<file path="src/rtl/vdt_pkg.sv">
package vdt_pkg;

  typedef enum logic {
    MODE_PEAK = 1'b0,
    MODE_NDV  = 1'b1
  } vdt_mode_e;

  function automatic int unsigned vdt_max(input int unsigned a, input int unsigned b);
    return (a > b) ? a : b;
  endfunction

endpackage

</file>
<file path="src/rtl/vdt_burst_seq.sv">
module vdt_burst_seq
  import vdt_pkg::*;
#(
  parameter int unsigned PEAK_LOG2 = 5,
  parameter int unsigned NDV_LOG2  = 4
) (
  input  logic      clk,
  input  logic      rst_n,
  input  logic      start,
  input  logic      clr,
  input  vdt_mode_e mode_in,
  input  logic      rd_valid,
  output logic      rd_ready,
  output logic      take,
  output logic      take_last,
  output vdt_mode_e mode_q
);

  localparam int unsigned MAX_LOG2 = vdt_max(PEAK_LOG2, NDV_LOG2);
  localparam int unsigned CNT_W    = (MAX_LOG2 < 1) ? 1 : MAX_LOG2;
  localparam logic [CNT_W-1:0] PEAK_LAST = CNT_W'((1 << PEAK_LOG2) - 1);
  localparam logic [CNT_W-1:0] NDV_LAST  = CNT_W'((1 << NDV_LOG2) - 1);

  logic             open_q;
  logic [CNT_W-1:0] cnt_q;
  logic [CNT_W-1:0] last_idx;

  assign last_idx  = (mode_q == MODE_PEAK) ? PEAK_LAST : NDV_LAST;
  assign rd_ready  = open_q;
  assign take      = open_q && rd_valid;
  assign take_last = take && (cnt_q == last_idx);

  always_ff @(posedge clk or negedge rst_n) begin
    if (!rst_n) begin
      open_q <= 1'b0;
      cnt_q  <= '0;
      mode_q <= MODE_PEAK;
    end else if (clr) begin
      open_q <= 1'b0;
      cnt_q  <= '0;
    end else if (!open_q) begin
      if (start) begin
        open_q <= 1'b1;
        cnt_q  <= '0;
        mode_q <= mode_in;
      end
    end else if (take) begin
      if (take_last) begin
        open_q <= 1'b0;
        cnt_q  <= '0;
      end else begin
        cnt_q <= cnt_q + 1'b1;
      end
    end
  end

endmodule

</file>
<file path="src/rtl/vdt_accum.sv">
module vdt_accum
  import vdt_pkg::*;
#(
  parameter int unsigned RD_W      = 12,
  parameter int unsigned PEAK_LOG2 = 5,
  parameter int unsigned NDV_LOG2  = 4
) (
  input  logic            clk,
  input  logic            rst_n,
  input  logic            clr,
  input  logic            take,
  input  logic            take_last,
  input  vdt_mode_e       mode_q,
  input  logic [RD_W-1:0] rd_mv,
  output logic            avg_vld,
  output logic [RD_W-1:0] avg_mv,
  output vdt_mode_e       avg_mode
);

  localparam int unsigned MAX_LOG2 = vdt_max(PEAK_LOG2, NDV_LOG2);
  localparam int unsigned ACC_W    = RD_W + MAX_LOG2;

  logic [ACC_W-1:0] acc_q;
  logic [ACC_W-1:0] sum_nx;
  logic [RD_W-1:0]  mean_nx;

  assign sum_nx = acc_q + ACC_W'(rd_mv);

  generate
    if (PEAK_LOG2 == NDV_LOG2) begin : g_same_shift
      assign mean_nx = RD_W'(sum_nx >> PEAK_LOG2);
    end else begin : g_mode_shift
      assign mean_nx = (mode_q == MODE_PEAK) ? RD_W'(sum_nx >> PEAK_LOG2)
                                             : RD_W'(sum_nx >> NDV_LOG2);
    end
  endgenerate

  always_ff @(posedge clk or negedge rst_n) begin
    if (!rst_n) begin
      acc_q    <= '0;
      avg_vld  <= 1'b0;
      avg_mv   <= '0;
      avg_mode <= MODE_PEAK;
    end else if (clr) begin
      acc_q   <= '0;
      avg_vld <= 1'b0;
    end else begin
      avg_vld <= 1'b0;
      if (take) begin
        if (take_last) begin
          acc_q    <= '0;
          avg_vld  <= 1'b1;
          avg_mv   <= mean_nx;
          avg_mode <= mode_q;
        end else begin
          acc_q <= sum_nx;
        end
      end
    end
  end

endmodule

</file>
<file path="src/rtl/vdt_drop_eval.sv">
module vdt_drop_eval
  import vdt_pkg::*;
#(
  parameter int unsigned RD_W         = 12,
  parameter int unsigned WIN_LO_MV    = 1000,
  parameter int unsigned WIN_HI_MV    = 2000,
  parameter int unsigned PEAK_DROP_MV = 3,
  parameter int unsigned NDV_DROP_MV  = 12
) (
  input  logic            clk,
  input  logic            rst_n,
  input  logic            clr,
  input  logic            avg_vld,
  input  logic [RD_W-1:0] avg_mv,
  input  vdt_mode_e       avg_mode,
  input  logic            holdoff,
  output logic            term,
  output logic            done
);

  localparam logic [RD_W-1:0] LO_LIM   = RD_W'(WIN_LO_MV);
  localparam logic [RD_W-1:0] HI_LIM   = RD_W'(WIN_HI_MV);
  localparam logic [RD_W-1:0] PEAK_THR = RD_W'(PEAK_DROP_MV);
  localparam logic [RD_W-1:0] NDV_THR  = RD_W'(NDV_DROP_MV);

  logic            max_vld_q;
  logic [RD_W-1:0] max_q;
  logic            in_win;
  logic            rises;
  logic [RD_W-1:0] drop;
  logic [RD_W-1:0] thr;
  logic            hit;

  assign in_win = (avg_mv > LO_LIM) && (avg_mv < HI_LIM);
  assign rises  = avg_mv > max_q;
  assign drop   = max_q - avg_mv;
  assign thr    = (avg_mode == MODE_NDV) ? NDV_THR : PEAK_THR;
  assign hit    = max_vld_q && !rises && (drop >= thr);

  always_ff @(posedge clk or negedge rst_n) begin
    if (!rst_n) begin
      max_vld_q <= 1'b0;
      max_q     <= '0;
      term      <= 1'b0;
      done      <= 1'b0;
    end else if (clr) begin
      max_vld_q <= 1'b0;
      max_q     <= '0;
      term      <= 1'b0;
      done      <= 1'b0;
    end else begin
      done <= avg_vld;
      if (avg_vld && in_win) begin
        if (!max_vld_q) begin
          max_vld_q <= 1'b1;
          max_q     <= avg_mv;
        end else if (rises) begin
          max_q <= avg_mv;
        end else if (hit && !holdoff) begin
          term <= 1'b1;
        end
      end
    end
  end

endmodule

</file>
<file path="src/rtl/vdrop_term.sv">
module vdrop_term
  import vdt_pkg::*;
#(
  parameter int unsigned RD_W         = 12,
  parameter int unsigned PEAK_LOG2    = 5,
  parameter int unsigned NDV_LOG2     = 4,
  parameter int unsigned WIN_LO_MV    = 1000,
  parameter int unsigned WIN_HI_MV    = 2000,
  parameter int unsigned PEAK_DROP_MV = 3,
  parameter int unsigned NDV_DROP_MV  = 12
) (
  input  logic            clk,
  input  logic            rst_n,
  input  logic            smp_start,
  input  logic            mode_sel,
  input  logic            holdoff,
  input  logic            hist_clr,
  input  logic            rd_valid,
  output logic            rd_ready,
  input  logic [RD_W-1:0] rd_mv,
  output logic            term,
  output logic            eval_done
);

  logic            take;
  logic            take_last;
  vdt_mode_e       mode_q;
  vdt_mode_e       mode_in;
  logic            avg_vld;
  logic [RD_W-1:0] avg_mv;
  vdt_mode_e       avg_mode;

  assign mode_in = mode_sel ? MODE_NDV : MODE_PEAK;

  vdt_burst_seq #(
    .PEAK_LOG2(PEAK_LOG2),
    .NDV_LOG2 (NDV_LOG2)
  ) u_seq (
    .clk      (clk),
    .rst_n    (rst_n),
    .start    (smp_start),
    .clr      (hist_clr),
    .mode_in  (mode_in),
    .rd_valid (rd_valid),
    .rd_ready (rd_ready),
    .take     (take),
    .take_last(take_last),
    .mode_q   (mode_q)
  );

  vdt_accum #(
    .RD_W     (RD_W),
    .PEAK_LOG2(PEAK_LOG2),
    .NDV_LOG2 (NDV_LOG2)
  ) u_acc (
    .clk      (clk),
    .rst_n    (rst_n),
    .clr      (hist_clr),
    .take     (take),
    .take_last(take_last),
    .mode_q   (mode_q),
    .rd_mv    (rd_mv),
    .avg_vld  (avg_vld),
    .avg_mv   (avg_mv),
    .avg_mode (avg_mode)
  );

  vdt_drop_eval #(
    .RD_W        (RD_W),
    .WIN_LO_MV   (WIN_LO_MV),
    .WIN_HI_MV   (WIN_HI_MV),
    .PEAK_DROP_MV(PEAK_DROP_MV),
    .NDV_DROP_MV (NDV_DROP_MV)
  ) u_eval (
    .clk     (clk),
    .rst_n   (rst_n),
    .clr     (hist_clr),
    .avg_vld (avg_vld),
    .avg_mv  (avg_mv),
    .avg_mode(avg_mode),
    .holdoff (holdoff),
    .term    (term),
    .done    (eval_done)
  );

endmodule

</file>
<file path="config.mk">
export PLATFORM = sky130hd
export DESIGN_NAME = vdrop_term
export DESIGN_NICKNAME = d
export VERILOG_FILES = /design/src/rtl/vdt_pkg.sv /design/src/rtl/vdt_burst_seq.sv /design/src/rtl/vdt_accum.sv /design/src/rtl/vdt_drop_eval.sv /design/src/rtl/vdrop_term.sv
export SDC_FILE = /design/constraint.sdc
export NUM_CORES = 1
export LEC_CHECK = 0
export BUFFER_PORTS_ARGS = -buffer_cell sky130_fd_sc_hd__buf_2
export CAP_MARGIN = 30
export CORE_MARGIN = 2
export CORE_UTILIZATION = 30
export DETAILED_ROUTE_END_ITERATION = 7
export GPL_TIMING_DRIVEN = 0
export PLACE_DENSITY_LB_ADDON = 0.25
export SKIP_LAST_GASP = 1
export SLEW_MARGIN = 5
export SYNTH_ARGS = -nofsm -noshare
export SYNTH_HDL_FRONTEND = slang
export SYNTH_SLANG_ARGS = --single-unit
</file>
<file path="constraint.sdc">
create_clock -name clk -period 6 [get_ports clk]
set_clock_uncertainty 0.15 [all_clocks]
set_input_delay 0.9 -clock clk [delete_from_list [all_inputs] [get_ports clk]]
set_output_delay 0.9 -clock clk [all_outputs]
set_load 0.02 [all_outputs]
</file>
==> impl_metrics.csv, run 1 <==
group,metric,value,unit
outcome,status,"finished, final reports clean",
cts,cts_max_path_buffers,2,
grt,grt_max_degree,29,
power_and_ir_drop,p_int,0.619,mW
power_and_ir_drop,p_per_area,195,nW/µm²
min_path,min_to,"u_acc.acc_q[10]$_DFFE_PN0P_",
worst_setup_path,path_max_fanout,5,
synth,synth_ff_type,"dfrtp_1",
route,wl,9420,µm
floorplan,die-area,13600,µm²
synth,synth_edf_count,0,
grt,grt_pass1_vias,3192,
placed_design,place_inst,627,
sta,tns,0,ns
cts,clock-root-buffer,"clkbuf_16",
sta,rsz0062_at_grt,"no",
finish,final_nets,512,
worst_setup_path,reg2reg_slack,3.04,ns
worst_setup_path,cpMaxStageDelayCell,"fa_1",
grt,antenna_found_initial,0,
finish,instances_no_fill,635,
floorplan,core,12500,µm²
floorplan,num_io_pins,22,
floorplan,die_w,117,µm
grt,grt_usage,0.146,
sta,slew_headroom,0.452,
placed_design,preCtsSetupSlack,2.73,ns
synth,synth_fp_nets,483,
finish,final_cell_mix,"o21ai_0 (55), dfrtp_1 (53), a21oi_1 (36)",
route,drc,0,
route,drt-pass1-iter-count,5,
cts,cts-htree-levels,2,
floorplan,start_util,0.304,
worst_setup_path,rr_startpoint,"u_acc.avg_mv[1]$_DFFE_PN0P_",
synth,syn_avg_cell_area,8.80,µm²
cts,cts-resized-gates,0,
sta,slew_violations,0,
finish,syn_to_final_growth,13.3,%
power_and_ir_drop,pwr-share-comb,0.172,
cts,hold_buffers,0,
grt,overflow,0,
finish,antenna_cells,0,
worst_setup_path,crit_type,"input pin to register",
worst_setup_path,end_kind,"register",
route,vias_per_cell,5.17,
route,dr_total_vias,3281,
worst_setup_path,crit_required,6.05,ns
cts,clk_latency,0.29,ns
worst_setup_path,cp_slowest_stage_delay,0.42,ns
synth,seq_area_frac_synth,0.348,
placed_design,dp_hpwl,7360,µm
min_path,min_path_cells,2,
worst_setup_path,critPathLaunchType,"input pin",
synth,ys_async_sr_fraction,1.00,
power_and_ir_drop,pwr-share-clk,0.389,
placed_design,portBuffers,21,
power_and_ir_drop,p_switching,0.222,mW
synth,synth.distinct_cells,61,
sta,hold_viol,0,
run,drv_cap,0,
route,drtAntennaViolNets,0,
power_and_ir_drop,ir_worst_vdd,0.109,mV
synth,syn_inst,433,
synth,ys_ff_latch,53,
sta,finalCritPeriodShare,0.495,
power_and_ir_drop,sw_frac_of_total,0.264,
sta,fin_crit,2.97,ns
cts,numCtsBuffers,5,
worst_setup_path,reg2reg_to,"u_eval.term$_DFFE_PN0P_",
synth,yosysWarnings,0,
sta,worst_slew_pin_slew,0.822,ns
cts,cts_tree,"done",
synth,mappedNetlistArea,3810,µm²
sta,finalSetupViolations,0,
worst_setup_path,crit_arrival,3.02,ns
worst_setup_path,ff2ff_path_depth,12,
finish,layout_commonest_cell,"o21ai_0",
floorplan,row_count,41,
min_path,hp-start,"u_acc.acc_q[10]$_DFFE_PN0P_",
route,drt_iter0_drc,239,
power_and_ir_drop,p_seq_frac,0.439,
sta,fmax,0.337,GHz
worst_setup_path,path_cells,"buf_2, ha_1, fa_1, a21oi_1, o211a_1, nor3_1, o32a_1, xnor2_1, a311oi_2",
sta,setup_ws,3.03,ns
route,wl_per_cell,14.8,µm
finish,final_layout_size_suffix_gt1_frac,0.114,
power_and_ir_drop,static-leakage-power,1.93,nW
cts,path_clk_slew,0.07,ns
floorplan,die_h,117,µm
cts,clkSinkCount,53,
grt,grt_pass1_wl,15700,µm
cts,cts_setup_buffers,0,
min_path,hold_path_class,"register to register",
placed_design,gp_congestion,0.782,
cell usage after synthesis, types with 2 or more instances:
library cell,count,area (µm²)
a2111oi_2,2,30.0
a211oi_1,3,22.5
a21o_1,7,52.6
a21oi_1,36,180
a221o_1,3,30.0
a22o_1,8,70.1
a2bb2oi_1,2,17.5
a311oi_1,2,17.5
a31oi_1,9,56.3
and2_1,2,12.5
and3_1,8,50.1
buf_2,4,20.0
clkbuf_1,9,33.8
dfrtp_1,53,1330
fa_1,2,40.0
ha_1,29,363
inv_1,29,109
mux2_2,4,45.0
mux2i_1,4,40.0
nand2_1,29,109
nand2b_1,4,25.0
nand3_1,18,90.1
nand4_1,4,25.0
nor2_1,26,97.6
nor2b_1,7,43.8
nor3_1,5,25.0
nor3b_1,3,22.5
o2111ai_1,2,17.5
o211ai_1,5,37.5
o21a_1,5,37.5
o21ai_0,55,275
o21ai_1,3,15.0
o21bai_1,3,22.5
o221ai_1,3,26.3
o31ai_1,3,22.5
o32a_1,2,20.0
or2_2,2,12.5
or3_1,4,25.0
xnor2_1,8,70.1
xor2_1,5,43.8
power by group through the flow:
| stage | Clock, mW | Combinational, mW | Sequential, mW |
|---|---|---|---|
| 2_1_floorplan | 0 | 0.0989 | 0.376 |
| 3_3_place_gp | 0 | 0.142 | 0.376 |
| 3_5_place_dp | 0 | 0.144 | 0.376 |
| 4_1_cts | 0.338 | 0.145 | 0.370 |
| 5_1_grt | 0.357 | 0.162 | 0.371 |
| 6_report | 0.327 | 0.144 | 0.370 |
critical path, delay by kind of cell:
kind / cells / cell delay, ns
adder cells (fa/ha/maj): 2 / 0.64
buffers and inverters: 1 / 0.10
XOR/XNOR: 1 / 0.16
AO/OA/AOI/OAI: 4 / 1.14
AND/OR/NAND/NOR: 1 / 0.08
worst max path at each step:
stage,startpoint,endpoint,slack [ns],cells past startpoint
finish,rd_mv[0],u_acc.avg_mv[8]$_DFFE_PN0P_,3.03,9
global route,u_acc.avg_mv[1]$_DFFE_PN0P_,u_eval.term$_DFFE_PN0P_,2.80,12
CTS,u_acc.avg_mv[1]$_DFFE_PN0P_,u_eval.term$_DFFE_PN0P_,3.02,12
detailed placement,rd_mv[0],u_acc.avg_mv[8]$_DFFE_PN0P_,2.73,9
global placement,rd_mv[0],u_acc.avg_mv[8]$_DFFE_PN0P_,2.75,9
floorplan,rd_mv[0],u_acc.avg_mv[8]$_DFFE_PN0P_,3.05,8
cell type report:
cell class                 count  area [µm²]
tap                          172         215
sequential                    53        1330
timing repair buffer          22         125
inverter                      29         109
buffer                        14        65.1
clock buffer                   6         129
multi-input combinational    337        2310
clock inverter                 2        38.8
fill                        1322        8200
routing by layer:
layer	wire, µm	track usage
met1	4630	0.194
met4	46	0.0314
met2	4520	0.250
met3	221	0.0239
met5	0	0
logic make-up (layout without fill, tap and decap cells):
kind of cell,count (synthesis),count (layout),share of synthesized area
XOR/XNOR,14,14,0.0342
AO/OA/AOI/OAI,167,167,0.291
buffers and inverters,43,73,0.0457
adder cells (fa/ha/maj),31,31,0.106
multiplexers,8,8,0.0223
AND/OR/NAND/NOR,117,117,0.153
flip-flops,53,53,0.348
stage by stage:
step	power (mW)	utilization	hold slack (ns)	area (µm²)
3_3_place_gp	0.518	0.330	0.321	4130
3_5_place_dp	0.521	0.331	0.329	4150
6_report	0.841	0.345	0.343	4320
2_1_floorplan	0.475	-	0.304	3810
4_1_cts	0.853	0.345	0.344	4320
5_1_grt	0.890	0.345	0.365	4320
sequential cells by signal (all words and copies together), names as in the netlist:
register          cells
u_acc.acc_q          17
u_acc.avg_mv         12
u_eval.max_q         12
u_seq.cnt_q           5
u_acc.avg_mode        1
u_acc.avg_vld         1
u_eval.done           1
u_eval.max_vld_q      1
u_eval.term           1
u_seq.mode_q          1
u_seq.rd_ready        1
Power figures use the tool's default switching activity.
==> inputs of run 2 (changes only) <==
==> constraint.sdc (replaced) <==
create_clock -name clk -period 2.9 [get_ports clk]
set_clock_uncertainty 0.15 [all_clocks]
set_input_delay 0.435 -clock clk [delete_from_list [all_inputs] [get_ports clk]]
set_output_delay 0.435 -clock clk [all_outputs]
set_load 0.02 [all_outputs]
==> impl_metrics.csv, run 2 (same netlist as run 1, synthesis figures left out) <==
group,metric,value,unit
finish,final_nets,514,
run,drv_cap,0,
grt,grt_max_degree,29,
sta,finalSetupViolations,0,
sta,rsz0062_at_grt,"no",
grt,grt_usage,0.146,
cts,clkSinkCount,53,
cts,hold_buffers,0,
finish,largest_reg_flops,17,
sta,finalCritPeriodShare,0.934,
floorplan,die-area,13600,µm²
placed_design,preCtsSetupSlack,-0.0653,ns
finish,fin_area,4380,µm²
finish,instances_no_fill,637,
sta,tns,0,ns
route,drc,0,
sta,setup_ws,0.191,ns
placed_design,portBuffers,21,
route,dr_total_vias,3308,
worst_setup_path,path_max_fanout,2,
worst_setup_path,reg2reg_slack,0.19,ns
worst_setup_path,crit_type,"register to register",
cts,numCtsBuffers,5,
sta,fmax,0.369,GHz
floorplan,die_w,117,µm
floorplan,num_io_pins,22,
route,vias_per_cell,5.19,
cts,clock-root-buffer,"clkbuf_16",
min_path,hold_path_class,"input pin to asynchronous set/reset pin",
finish,final_layout_size_suffix_gt1_frac,0.142,
finish,nFillCells,1322,
grt,grt_pass1_wl,15700,µm
worst_setup_path,critPathLaunchType,"register",
power_and_ir_drop,ir_worst_vdd,0.227,mV
finish,top_register,"u_acc.acc_q",
grt,grt_use_met2,0.250,
finish,reg_top3,"u_acc.acc_q (17), u_acc.avg_mv (12), u_eval.max_q (12)",
sta,hold_viol,0,
worst_setup_path,crit_arrival,2.71,ns
floorplan,start_util,0.304,
grt,grt_pass1_vias,3195,
sta,slew_violations,0,
route,wl,9500,µm
placed_design,placed_cell_area,4150,µm²
worst_setup_path,crit_required,2.90,ns
power_and_ir_drop,p_total,1.76,mW
cts,clk_latency,0.29,ns
placed_design,dp_hpwl,7360,µm
sta,fin_crit,2.71,ns
grt,grt-busiest-layer,"met2",
route,wl_per_cell,14.9,µm
floorplan,core,12500,µm²
route,drtAntennaViolNets,0,
placed_design,gp_congestion,0.782,
worst_setup_path,end_kind,"register",
power_and_ir_drop,static-leakage-power,1.94,nW
cts,cts_max_path_buffers,2,
sta,whs,0.00616,ns
route,drt_iter0_drc,229,
finish,post-route-util,0.350,
power_and_ir_drop,p_per_area,401,nW/µm²
grt,overflow,0,
sta,slew_headroom,0.447,
cts,cts-htree-levels,2,
floorplan,die_h,117,µm
cts,cts_tree,"done",
finish,antenna_cells,0,
floorplan,row_count,41,
grt,gr-usage-met1,0.194,
grt,grt_use_met3,0.0239,
grt,antenna_found_initial,0,
sta,worst_slew_pin_slew,0.830,ns
finish,layout_commonest_cell,"o21ai_0",
placed_design,place_inst,627,
finish,final_cell_mix,"o21ai_0 (53), dfrtp_1 (52), a21oi_1 (35)",
outcome,status,"finished, final reports clean",
cts,path_clk_slew,0.07,ns
finish,syn_to_final_growth,15.1,%
route,drt-pass1-iter-count,4,
run 2: final cells by class:
cell class / count / area [µm²] / share of cell area
multi-input combinational: 337 / 2360 / 0.538
sequential: 53 / 1330 / 0.303
tap: 172 / 215 / 0.0491
timing repair buffer: 24 / 140 / 0.0320
clock buffer: 6 / 129 / 0.0294
inverter: 29 / 109 / 0.0248
buffer: 14 / 66.3 / 0.0151
clock inverter: 2 / 38.8 / 0.00885
run 2: repair_timing:
action	CTS	global route
endpoints found under the setup margin	11	11
gates resized for setup	2	13
buffers inserted	2	0
gates cloned	0	0
pin swaps	1	5
run 2: final timing paths:
check,cells past startpoint,startpoint,endpoint
min in group clk,2,mode_sel,u_seq.mode_q$_DFFE_PN0P_
worst min-delay path,1,rst_n,u_eval.done$_DFF_PN0_
worst max-delay path,10,u_eval.max_q[0]$_DFFE_PN0P_,u_eval.term$_DFFE_PN0P_
max in group asynchronous,2,rst_n,u_acc.avg_mv[0]$_DFFE_PN0P_
worst min register to register,2,u_acc.acc_q[10]$_DFFE_PN0P_,u_acc.acc_q[10]$_DFFE_PN0P_
worst max register to register,10,u_eval.max_q[0]$_DFFE_PN0P_,u_eval.term$_DFFE_PN0P_
run 2: report_power, final:
part | internal [mW] | switching [mW]
sequential | 0.754 | 0.0110
clock | 0.410 | 0.278
combinational | 0.120 | 0.184
run 2: routing by layer:
layer | vias up | part of all wire
met5 | - | 0
met4 | 0 | 0.0077
met3 | 7 | 0.037
met2 | 82 | 0.47
met1 | 1554 | 0.48
li1 | 1665 | -
run 2: critical path: stages, from the launching register on:
cell	delay [ns]
dfrtp_1	0.39
inv_1	0.06
ha_1	0.21
fa_2	0.53
inv_1	0.04
ha_1	0.25
o21ai_0	0.10
a21oi_2	0.10
or3_4	0.39
a2111oi_4	0.21
a311oi_2	0.15
==> inputs of run 3 (changes only) <==
--- a/config.mk
+++ b/config.mk
@@ -8,7 +8,7 @@
 export BUFFER_PORTS_ARGS = -buffer_cell sky130_fd_sc_hd__buf_2
 export CAP_MARGIN = 30
 export CORE_MARGIN = 2
-export CORE_UTILIZATION = 30
+export CORE_UTILIZATION = 50
 export DETAILED_ROUTE_END_ITERATION = 7
 export GPL_TIMING_DRIVEN = 0
 export PLACE_DENSITY_LB_ADDON = 0.25
==> impl_metrics.csv, run 3 (same netlist as run 1, synthesis figures left out) <==
group,metric,value,unit
sta,worst_slew_pin_slew,0.851,ns
finish,layout_commonest_cell,"o21ai_0",
cts,cts_tree,"done",
worst_setup_path,crit_required,2.94,ns
floorplan,die_h,91.3,µm
grt,grt_pass1_wl,16000,µm
floorplan,die_w,91.3,µm
placed_design,placed_cell_area,4060,µm²
finish,final_cell_mix,"o21ai_0 (54), dfrtp_1 (53), a21oi_1 (36)",
route,drc,0,
floorplan,core,7330,µm²
worst_setup_path,critPathBufInv,0,
cts,cts-htree-levels,2,
sta,finalSetupViolations,0,
finish,post-route-util,0.576,
floorplan,row_count,31,
sta,whs,-0.0196,ns
power_and_ir_drop,p_per_area,398,nW/µm²
route,dr_total_vias,3433,
floorplan,die-area,8330,µm²
finish,syn_to_final_growth,10.8,%
route,wl_per_cell,16.4,µm
route,drt_iter0_drc,195,
worst_setup_path,end_kind,"register",
power_and_ir_drop,p_int,1.21,mW
worst_setup_path,reg2reg_slack,0.14,ns
route,wl,9260,µm
min_path,hold_path_class,"input pin to asynchronous set/reset pin",
finish,final_layout_size_suffix_gt1_frac,0.127,
sta,finalCritPeriodShare,0.952,
sta,rsz0062_at_grt,"no",
finish,top_register,"u_acc.acc_q",
sta,hold_viol,21,
cts,numCtsBuffers,5,
cts,clkSinkCount,53,
finish,antenna_cells,0,
cts,clk_latency,0.32,ns
route,vias_per_cell,6.09,
outcome,status,"complete, but fails checks",
finish,final_nets,514,
worst_setup_path,cpMostUsedCell,"ha_1",
cts,path_clk_slew,0.10,ns
worst_setup_path,cpMaxStageDelayCell,"dfrtp_1",
worst_setup_path,crit_arrival,2.80,ns
run,drv_cap,0,
power_and_ir_drop,pwr-share-comb,0.180,
power_and_ir_drop,p_seq_frac,0.456,
power_and_ir_drop,p_total,1.68,mW
power_and_ir_drop,ir_worst_vdd,0.211,mV
sta,fin_crit,2.76,ns
power_and_ir_drop,static-leakage-power,1.93,nW
worst_setup_path,cp_slowest_stage_delay,0.42,ns
finish,largest_reg_flops,17,
floorplan,start_util,0.520,
power_and_ir_drop,p_switching,0.463,mW
sta,setup_ws,0.140,ns
finish,fin_area,4220,µm²
power_and_ir_drop,pwr-share-clk,0.364,
finish,reg_top3,"u_acc.acc_q (17), u_acc.avg_mv (12), u_eval.max_q (12)",
worst_setup_path,critPathLaunchType,"register",
grt,grt_max_degree,28,
grt,antenna_found_initial,0,
placed_design,portBuffers,21,
route,drtAntennaViolNets,0,
power_and_ir_drop,sw_frac_of_total,0.276,
floorplan,num_io_pins,22,
placed_design,preCtsSetupSlack,-0.0542,ns
placed_design,gp_congestion,0.920,
outcome,violations,"hold timing",
cts,clock-root-buffer,"clkbuf_8",
cts,cts_max_path_buffers,2,
grt,grt_pass1_vias,3362,
placed_design,dp_hpwl,7020,µm
worst_setup_path,path_cells,"ha_1, fa_1, xnor2_1, ha_1, o21ai_0, a21oi_1, or3_1, a2111oi_2, a311oi_1",
route,drt-pass1-iter-count,5,
sta,tns,0,ns
worst_setup_path,crit_type,"register to register",
worst_setup_path,critPathTopFamily,"adder cells",
sta,fmax,0.362,GHz
sta,slew_headroom,0.431,
grt,grt_usage,0.236,
worst_setup_path,path_max_fanout,2,
grt,overflow,0,
sta,slew_violations,0,
run 3: layer usage:
layer | wire length [µm] | vias to the layer above | track usage
li1 | - | 1671 | -
met1 | 4430 | 1646 | 0.340
met2 | 4270 | 101 | 0.377
met3 | 421 | 15 | 0.0340
met4 | 140 | 0 | 0.0593
met5 | 0 | - | 0
run 3: cell type report:
cell class                 instances  area, µm²
buffer                            14       66.3
clock buffer                       5       68.8
clock inverter                     3       65.1
fill                             660       3110
inverter                          29        109
multi-input combinational        337       2320
sequential                        53       1330
tap                               99        124
timing repair buffer              24        140
run 3: path summary, 6_finish.rpt:
path | start | endpoint | cells past startpoint
worst max-delay path | u_acc.avg_mv[0]$_DFFE_PN0P_ | u_eval.term$_DFFE_PN0P_ | 9
worst min-delay path | rst_n | u_acc.acc_q[2]$_DFFE_PN0P_ | 1
worst max register to register | u_acc.avg_mv[0]$_DFFE_PN0P_ | u_eval.term$_DFFE_PN0P_ | 9
worst min register to register | u_acc.acc_q[9]$_DFFE_PN0P_ | u_acc.acc_q[9]$_DFFE_PN0P_ | 2
max in group asynchronous | rst_n | u_eval.max_vld_q$_DFFE_PN0P_ | 2
min in group clk | mode_sel | u_seq.mode_q$_DFFE_PN0P_ | 2
run 3: what timing repair did:
action	4_1_cts	5_1_grt
resized for setup	0	5
hold endpoints to repair	0	0
hold buffers	0	0
pin swaps	0	1
setup buffers	2	0
endpoints found under the setup margin	1	11
run 3: through the flow:
step	std cells	hold slack (ns)
CTS	564	0.00216
finish	564	-0.0196
detailed placement	554	0.329
global route	564	0.0286
floorplan	433	-0.0106
global placement	553	0.319
run 3: power by group through the flow:
stage | sequential [mW] | combinational [mW] | clock, mW
floorplan | 0.778 | 0.205 | 0
global placement | 0.779 | 0.287 | 0
detailed placement | 0.780 | 0.296 | 0
CTS | 0.765 | 0.299 | 0.616
global route | 0.767 | 0.336 | 0.641
finish | 0.765 | 0.301 | 0.611
